--- src/rtl/ilv_pkg.sv ---
package ilv_pkg;

    localparam int unsigned BLOCK_LINES = 62;
    localparam int unsigned PAGE_SHIFT  = 6;
    localparam int unsigned SEL_W       = 4;

    typedef logic [2:0] ctrl_id_t;

    // Slot order chosen so that neighbouring slots never share an adjacent pair.
    function automatic ctrl_id_t slot_to_ctrl(input logic [2:0] slot);
        ctrl_id_t c;
        unique case (slot)
            3'd0: c = 3'd3;
            3'd1: c = 3'd4;
            3'd2: c = 3'd2;
            3'd3: c = 3'd5;
            3'd4: c = 3'd1;
            3'd5: c = 3'd6;
            3'd6: c = 3'd0;
            3'd7: c = 3'd7;
        endcase
        return c;
    endfunction

endpackage

--- src/rtl/ilv_pipe_ctrl.sv ---
module ilv_pipe_ctrl #(
    parameter int STAGES = 3
) (
    input  logic              clk,
    input  logic              rst_n,
    input  logic              in_valid,
    input  logic              out_ready,
    output logic              in_ready,
    output logic              out_valid,
    output logic [STAGES-1:0] load
);

    logic [STAGES-1:0] vld;
    logic [STAGES:0]   en;
    logic [STAGES-1:0] feed;

    assign en[STAGES] = out_ready;
    assign feed       = {vld[STAGES-2:0], in_valid};

    for (genvar i = 0; i < STAGES; i++) begin : g_en
        assign en[i] = !vld[i] || en[i+1];
    end

    always_ff @(posedge clk or negedge rst_n) begin
        if (!rst_n) begin
            vld <= '0;
        end else begin
            for (int i = 0; i < STAGES; i++) begin
                if (en[i]) vld[i] <= feed[i];
            end
        end
    end

    assign load      = en[STAGES-1:0];
    assign in_ready  = en[0];
    assign out_valid = vld[STAGES-1];

endmodule

--- src/rtl/ilv_recip_mul.sv ---
module ilv_recip_mul #(
    parameter int IDX_W = 34
) (
    input  logic [IDX_W-1:0] idx,
    output logic [IDX_W-6:0] q_est
);

    localparam int QW    = IDX_W - 5;
    localparam int SHIFT = IDX_W + 6;
    localparam int RCP_W = IDX_W + 1;
    localparam logic [SHIFT:0]   SCALE = {1'b1, {SHIFT{1'b0}}};
    localparam logic [RCP_W-1:0] RCP   = RCP_W'(SCALE / (SHIFT+1)'(62));

    logic [IDX_W+RCP_W-1:0] prod;

    // Floor reciprocal: the estimate is the true quotient or one below it.
    assign prod  = {{RCP_W{1'b0}}, idx} * {{IDX_W{1'b0}}, RCP};
    assign q_est = QW'(prod >> SHIFT);

endmodule

--- src/rtl/ilv_div_fix.sv ---
module ilv_div_fix #(
    parameter int IDX_W = 34
) (
    input  logic [IDX_W-1:0] idx,
    input  logic [IDX_W-6:0] q_est,
    output logic [IDX_W-6:0] q,
    output logic [5:0]       r
);

    localparam int QW = IDX_W - 5;

    logic [IDX_W-1:0] rem_est;
    logic             bump;

    assign rem_est = idx - IDX_W'({5'd0, q_est} * IDX_W'(62));
    assign bump    = rem_est >= IDX_W'(62);
    assign q       = q_est + QW'(bump);
    assign r       = bump ? 6'(rem_est - IDX_W'(62)) : 6'(rem_est);

endmodule

--- src/rtl/ilv_target_map.sv ---
module ilv_target_map
    import ilv_pkg::*;
#(
    parameter int IDX_W = 34
) (
    input  logic [IDX_W-6:0] q,
    input  logic [5:0]       r,
    input  logic             err,
    output ctrl_id_t         ctrl,
    output logic             chan,
    output logic [IDX_W-5:0] line,
    output logic [IDX_W-5:0] ecc_line
);

    localparam int QW   = IDX_W - 5;
    localparam int CH_W = IDX_W - 4;

    logic [SEL_W-1:0] sel;
    logic [QW-5:0]    page;
    logic [5:0]       ecc_off;

    assign sel     = q[SEL_W-1:0];
    assign page    = q[QW-1:SEL_W];
    assign ecc_off = (r < 6'd31) ? 6'd62 : 6'd63;

    always_comb begin
        if (err) begin
            ctrl     = '0;
            chan     = 1'b0;
            line     = '0;
            ecc_line = '0;
        end else begin
            ctrl     = slot_to_ctrl(sel[2:0]);
            chan     = sel[3];
            line     = CH_W'({page, r});
            ecc_line = CH_W'({page, ecc_off});
        end
    end

endmodule

--- src/rtl/ecc_line_interleaver.sv ---
module ecc_line_interleaver
    import ilv_pkg::*;
#(
    parameter int IDX_W = 34
) (
    input  logic             clk,
    input  logic             rst_n,
    input  logic             in_valid,
    output logic             in_ready,
    input  logic [IDX_W-1:0] in_idx,
    output logic             out_valid,
    input  logic             out_ready,
    output logic             out_err,
    output logic [2:0]       out_ctrl,
    output logic             out_chan,
    output logic [IDX_W-5:0] out_line,
    output logic [IDX_W-5:0] out_ecc_line
);

    localparam int STAGES = 3;
    localparam int QW     = IDX_W - 5;
    localparam int CH_W   = IDX_W - 4;
    localparam logic [IDX_W-1:0] CAP = IDX_W'(31) << (IDX_W - 5);

    logic [STAGES-1:0] load;

    logic [QW-1:0]    q_est_c;
    logic [IDX_W-1:0] s1_idx;
    logic [QW-1:0]    s1_qest;
    logic             s1_err;

    logic [QW-1:0]    q_c;
    logic [5:0]       r_c;
    logic [QW-1:0]    s2_q;
    logic [5:0]       s2_r;
    logic             s2_err;

    ctrl_id_t         ctrl_c;
    logic             chan_c;
    logic [CH_W-1:0]  line_c;
    logic [CH_W-1:0]  ecc_c;

    ilv_pipe_ctrl #(.STAGES(STAGES)) u_ctrl (
        .clk       (clk),
        .rst_n     (rst_n),
        .in_valid  (in_valid),
        .out_ready (out_ready),
        .in_ready  (in_ready),
        .out_valid (out_valid),
        .load      (load)
    );

    ilv_recip_mul #(.IDX_W(IDX_W)) u_mul (
        .idx   (in_idx),
        .q_est (q_est_c)
    );

    ilv_div_fix #(.IDX_W(IDX_W)) u_fix (
        .idx   (s1_idx),
        .q_est (s1_qest),
        .q     (q_c),
        .r     (r_c)
    );

    ilv_target_map #(.IDX_W(IDX_W)) u_map (
        .q        (s2_q),
        .r        (s2_r),
        .err      (s2_err),
        .ctrl     (ctrl_c),
        .chan     (chan_c),
        .line     (line_c),
        .ecc_line (ecc_c)
    );

    always_ff @(posedge clk or negedge rst_n) begin
        if (!rst_n) begin
            s1_idx       <= '0;
            s1_qest      <= '0;
            s1_err       <= 1'b0;
            s2_q         <= '0;
            s2_r         <= '0;
            s2_err       <= 1'b0;
            out_err      <= 1'b0;
            out_ctrl     <= '0;
            out_chan     <= 1'b0;
            out_line     <= '0;
            out_ecc_line <= '0;
        end else begin
            if (load[0]) begin
                s1_idx  <= in_idx;
                s1_qest <= q_est_c;
                s1_err  <= in_idx >= CAP;
            end
            if (load[1]) begin
                s2_q   <= q_c;
                s2_r   <= r_c;
                s2_err <= s1_err;
            end
            if (load[2]) begin
                out_err      <= s2_err;
                out_ctrl     <= ctrl_c;
                out_chan     <= chan_c;
                out_line     <= line_c;
                out_ecc_line <= ecc_c;
            end
        end
    end

endmodule

--- config.mk ---
export PLATFORM = sky130hd
export DESIGN_NAME = ecc_line_interleaver
export DESIGN_NICKNAME = d
export VERILOG_FILES = /design/src/rtl/ilv_pkg.sv /design/src/rtl/ilv_pipe_ctrl.sv /design/src/rtl/ilv_recip_mul.sv /design/src/rtl/ilv_div_fix.sv /design/src/rtl/ilv_target_map.sv /design/src/rtl/ecc_line_interleaver.sv
export SDC_FILE = /design/constraint.sdc
export NUM_CORES = 1
export LEC_CHECK = 0
export BUFFER_PORTS_ARGS = -buffer_cell sky130_fd_sc_hd__buf_2
export CORE_ASPECT_RATIO = 0.9
export CORE_MARGIN = 3
export CORE_UTILIZATION = 30
export CTS_CLUSTER_DIAMETER = 50
export DETAILED_ROUTE_END_ITERATION = 10
export PLACE_DENSITY = 0.41
export SETUP_SLACK_MARGIN = 0.05
export SLEW_MARGIN = 15
export SYNTH_ARGS = -nofsm -noshare
export SYNTH_HDL_FRONTEND = slang
export SYNTH_SLANG_ARGS = --single-unit
--- constraint.sdc ---
create_clock -name clk -period 11.4 [get_ports clk]
set_input_delay 1.71 -clock clk [delete_from_list [all_inputs] [get_ports clk]]
set_output_delay 1.71 -clock clk [all_outputs]
set_load 0.1 [all_outputs]
==> reports/metrics.cfg <==
[floorplanning]
num_rows=89
dieArea_um2=69800
die_w_um=278
initial_core_util=0.304
coreArea_um2=65800
fp.dieH_um=251
pin_count=105

[cts]
cts_tree=built
cts_sinks=139
cts_resized=0
cts_setup_buffers=0
clockBufferDepth=2
numCtsBuffers=17
cts_root_buf=clkbuf_16
clk_pin_slew_ns=0.08
htreeDepth=4
ctsHoldBuffers=0
insertion_delay_ns=0.48

[setup_path]
path_depth=42
end_kind=register
crit_fanout=7
startpoint=s1_qest[4]
reg2reg_depth=42
crit_required_ns=11.73
critPathLaunchType=register
cp_num_buf_inv=4
crit_family=compound AO/OA/AOI/OAI gates
rrSetupSlack_ns=2.19
slowest_delay_ns=0.53
critPathKind=register to register
cp_data_arrival_time_ns=9.54
r2r-start=s1_qest[4]
reg2reg_to=s2_q[26]
crit_end=s2_q[26]
critPathSlowestCell=fa_1

[layout]
layout_commonest_cell=inv_1
final_cell_mix=422 x inv_1, 348 x ha_1, 212 x nand2_1, 199 x fa_1, 145 x o21ai_0
layout-drive-gt1-share=0.0697
nFillCells=6971
insertedDiodeCount=0
syn_to_final_growth_pct=9.27
layout.nets=2869

[route]
routed.top_layer=met4
drt_iter0_drc=784
drtPass1Iterations=5
wl_mm=59.3
wl_per_cell_um=18.8
ant_nets=0
vias=15300
dr_wl_met2_mm=27.5
drc=0
routed_via_density=4.83
routed-wl-met3_mm=1.82
wl_met1_mm=29.2

[global_routing]
track_usage=0.174
grt_max_degree=81
antenna_found_initial=4
grt_pass1_wl_mm=94.1
grt_overflow=0
grt_pass1_vias=16200

[synthesis]
synth_edf_count=0
synth_area_per_cell_um2=8.96
ys_async_sr_fraction=1.00
synth.net_count=2819
netlist_area_um2=20000
ys_seq_area_frac=0.174
yosys_warnings=0
ys.flop_type=dfrtp_1
ys_seq_elements=139
synth_cell_type_count=84
synth_cells=2234

[timing]
setup_viol=0
whs_ns=0.471
rsz0062_at_grt=no
drv_slew=0
worst_slew_pin_slew_ns=0.954
relSlewSlack=0.364
clock_skew_ns=0.0201
period_share=0.808
tns_ns=0
fmax_ghz=0.109
layout_min_cycle_time_ns=9.21
finalHoldViolations=0

[run_status]
status=completed

[hold_path]
min_path_type=register to register

[placement]
portBuffers=104
gp_congestion=0.912
place.detailed.hpwl_mm=51.6

[run]
drv_cap=0

[per-stage QoR]
step                instances  setup slack (ns)  cell area, µm²  utilization
floorplan                2234              3.36           20000            -
finish                   3161              2.19           21900        0.332
CTS                      3161              2.19           21900        0.332
global placement         3129              2.32           21300        0.323
global route             3161              1.51           21900        0.332
detailed placement       3129              2.20           21300        0.323
[Yosys cell counts, drive strengths merged (3+ instances only)]
cell	n	area [µm²]
o211ai	12	95.1
xor2	30	263
a31oi	14	87.6
nor4b	5	43.8
inv	422	1580
nor4	3	25.0
nand2b	52	325
and3	17	106
a21o	53	398
or3	8	50.1
clkbuf	39	146
fa	199	3980
o41ai	5	51.3
nand3	43	228
and2	8	50.1
mux2	3	33.8
a21boi	5	37.5
a211o	3	26.3
o21a	16	120
o21ai	152	761
nand4	16	106
a221oi	5	43.8
o31a	4	35.0
a2111oi	3	32.5
dfrtp	139	3480
ha	348	4350
nand3b	3	22.5
o31ai	12	95.1
a21oi	99	495
o2111ai	9	96.4
nor3	25	125
nand4b	3	26.3
buf	38	259
o22ai	4	25.0
nor3b	4	30.0
a211oi	9	67.6
nand2	212	796
o21bai	15	113
xnor2	65	569
nor2	71	267
and4	7	61.3
nor2b	11	68.8
o211a	3	30.0
or2	6	37.5
[metal layers]
metal | global-route usage | vias up
li1 | - | 7484
met1 | 0.248 | 7468
met2 | 0.285 | 286
met3 | 0.0197 | 38
met4 | 0.0392 | 0
met5 | 0 | -
[state kept, by name (all words and copies together), names as in the netlist]
register	flops
s1_err	1
s1_qest	29
s2_err	1
out_ctrl	3
out_ecc_line	2
out_chan	1
s1_idx	34
s2_q	28
s2_r	6
u_ctrl.vld	3
out_err	1
out_line	30
[worst min-delay path, stage by stage (launching register included)]
cell and delay (ns):
dfrtp_1 0.34, nand2_1 0.05, nand2_1 0.05
[worst min-delay path by stage]
| stage | startpoint | endpoint | slack [ns] | depth (start not counted) |
|---|---|---|---|---|
| 6_report | s1_idx[0] | s1_idx[0] | 0.47 | 2 |
| 5_1_grt | s1_idx[0] | s1_idx[0] | 0.50 | 2 |
| 4_1_cts | s1_idx[0] | s1_idx[0] | 0.48 | 2 |
| 3_5_place_dp | s1_idx[0] | s1_idx[0] | 0.46 | 2 |
| 3_3_place_gp | u_ctrl.vld[0] | u_ctrl.vld[1] | 0.46 | 1 |
| 2_1_floorplan | u_ctrl.vld[0] | u_ctrl.vld[1] | 0.43 | 1 |
[cell type report]
type,count,area [µm²],share of cell area
sequential,139,3480,0.159
timing repair buffer,108,557,0.0255
clock buffer,20,447,0.0204
tap,864,1080,0.0494
inverter,422,1580,0.0725
multi-input combinational,1596,14600,0.666
clock inverter,12,163,0.00744
[cells by family (layout without fill, tap and decap cells)]
group,after synthesis,in the layout,share of synthesized area
AOI/OAI and AO/OA,448,448,0.143
and+or+nand+nor,500,500,0.121
DFF,139,139,0.174
xor gates and xnor gates,96,96,0.0427
buffers and inverters,499,562,0.0994
adders and majority gates,547,547,0.417
muxes,5,5,0.00269
Power is not shown: default switching activity piles up to over one toggle a cycle in this logic, so the estimate is an artifact.
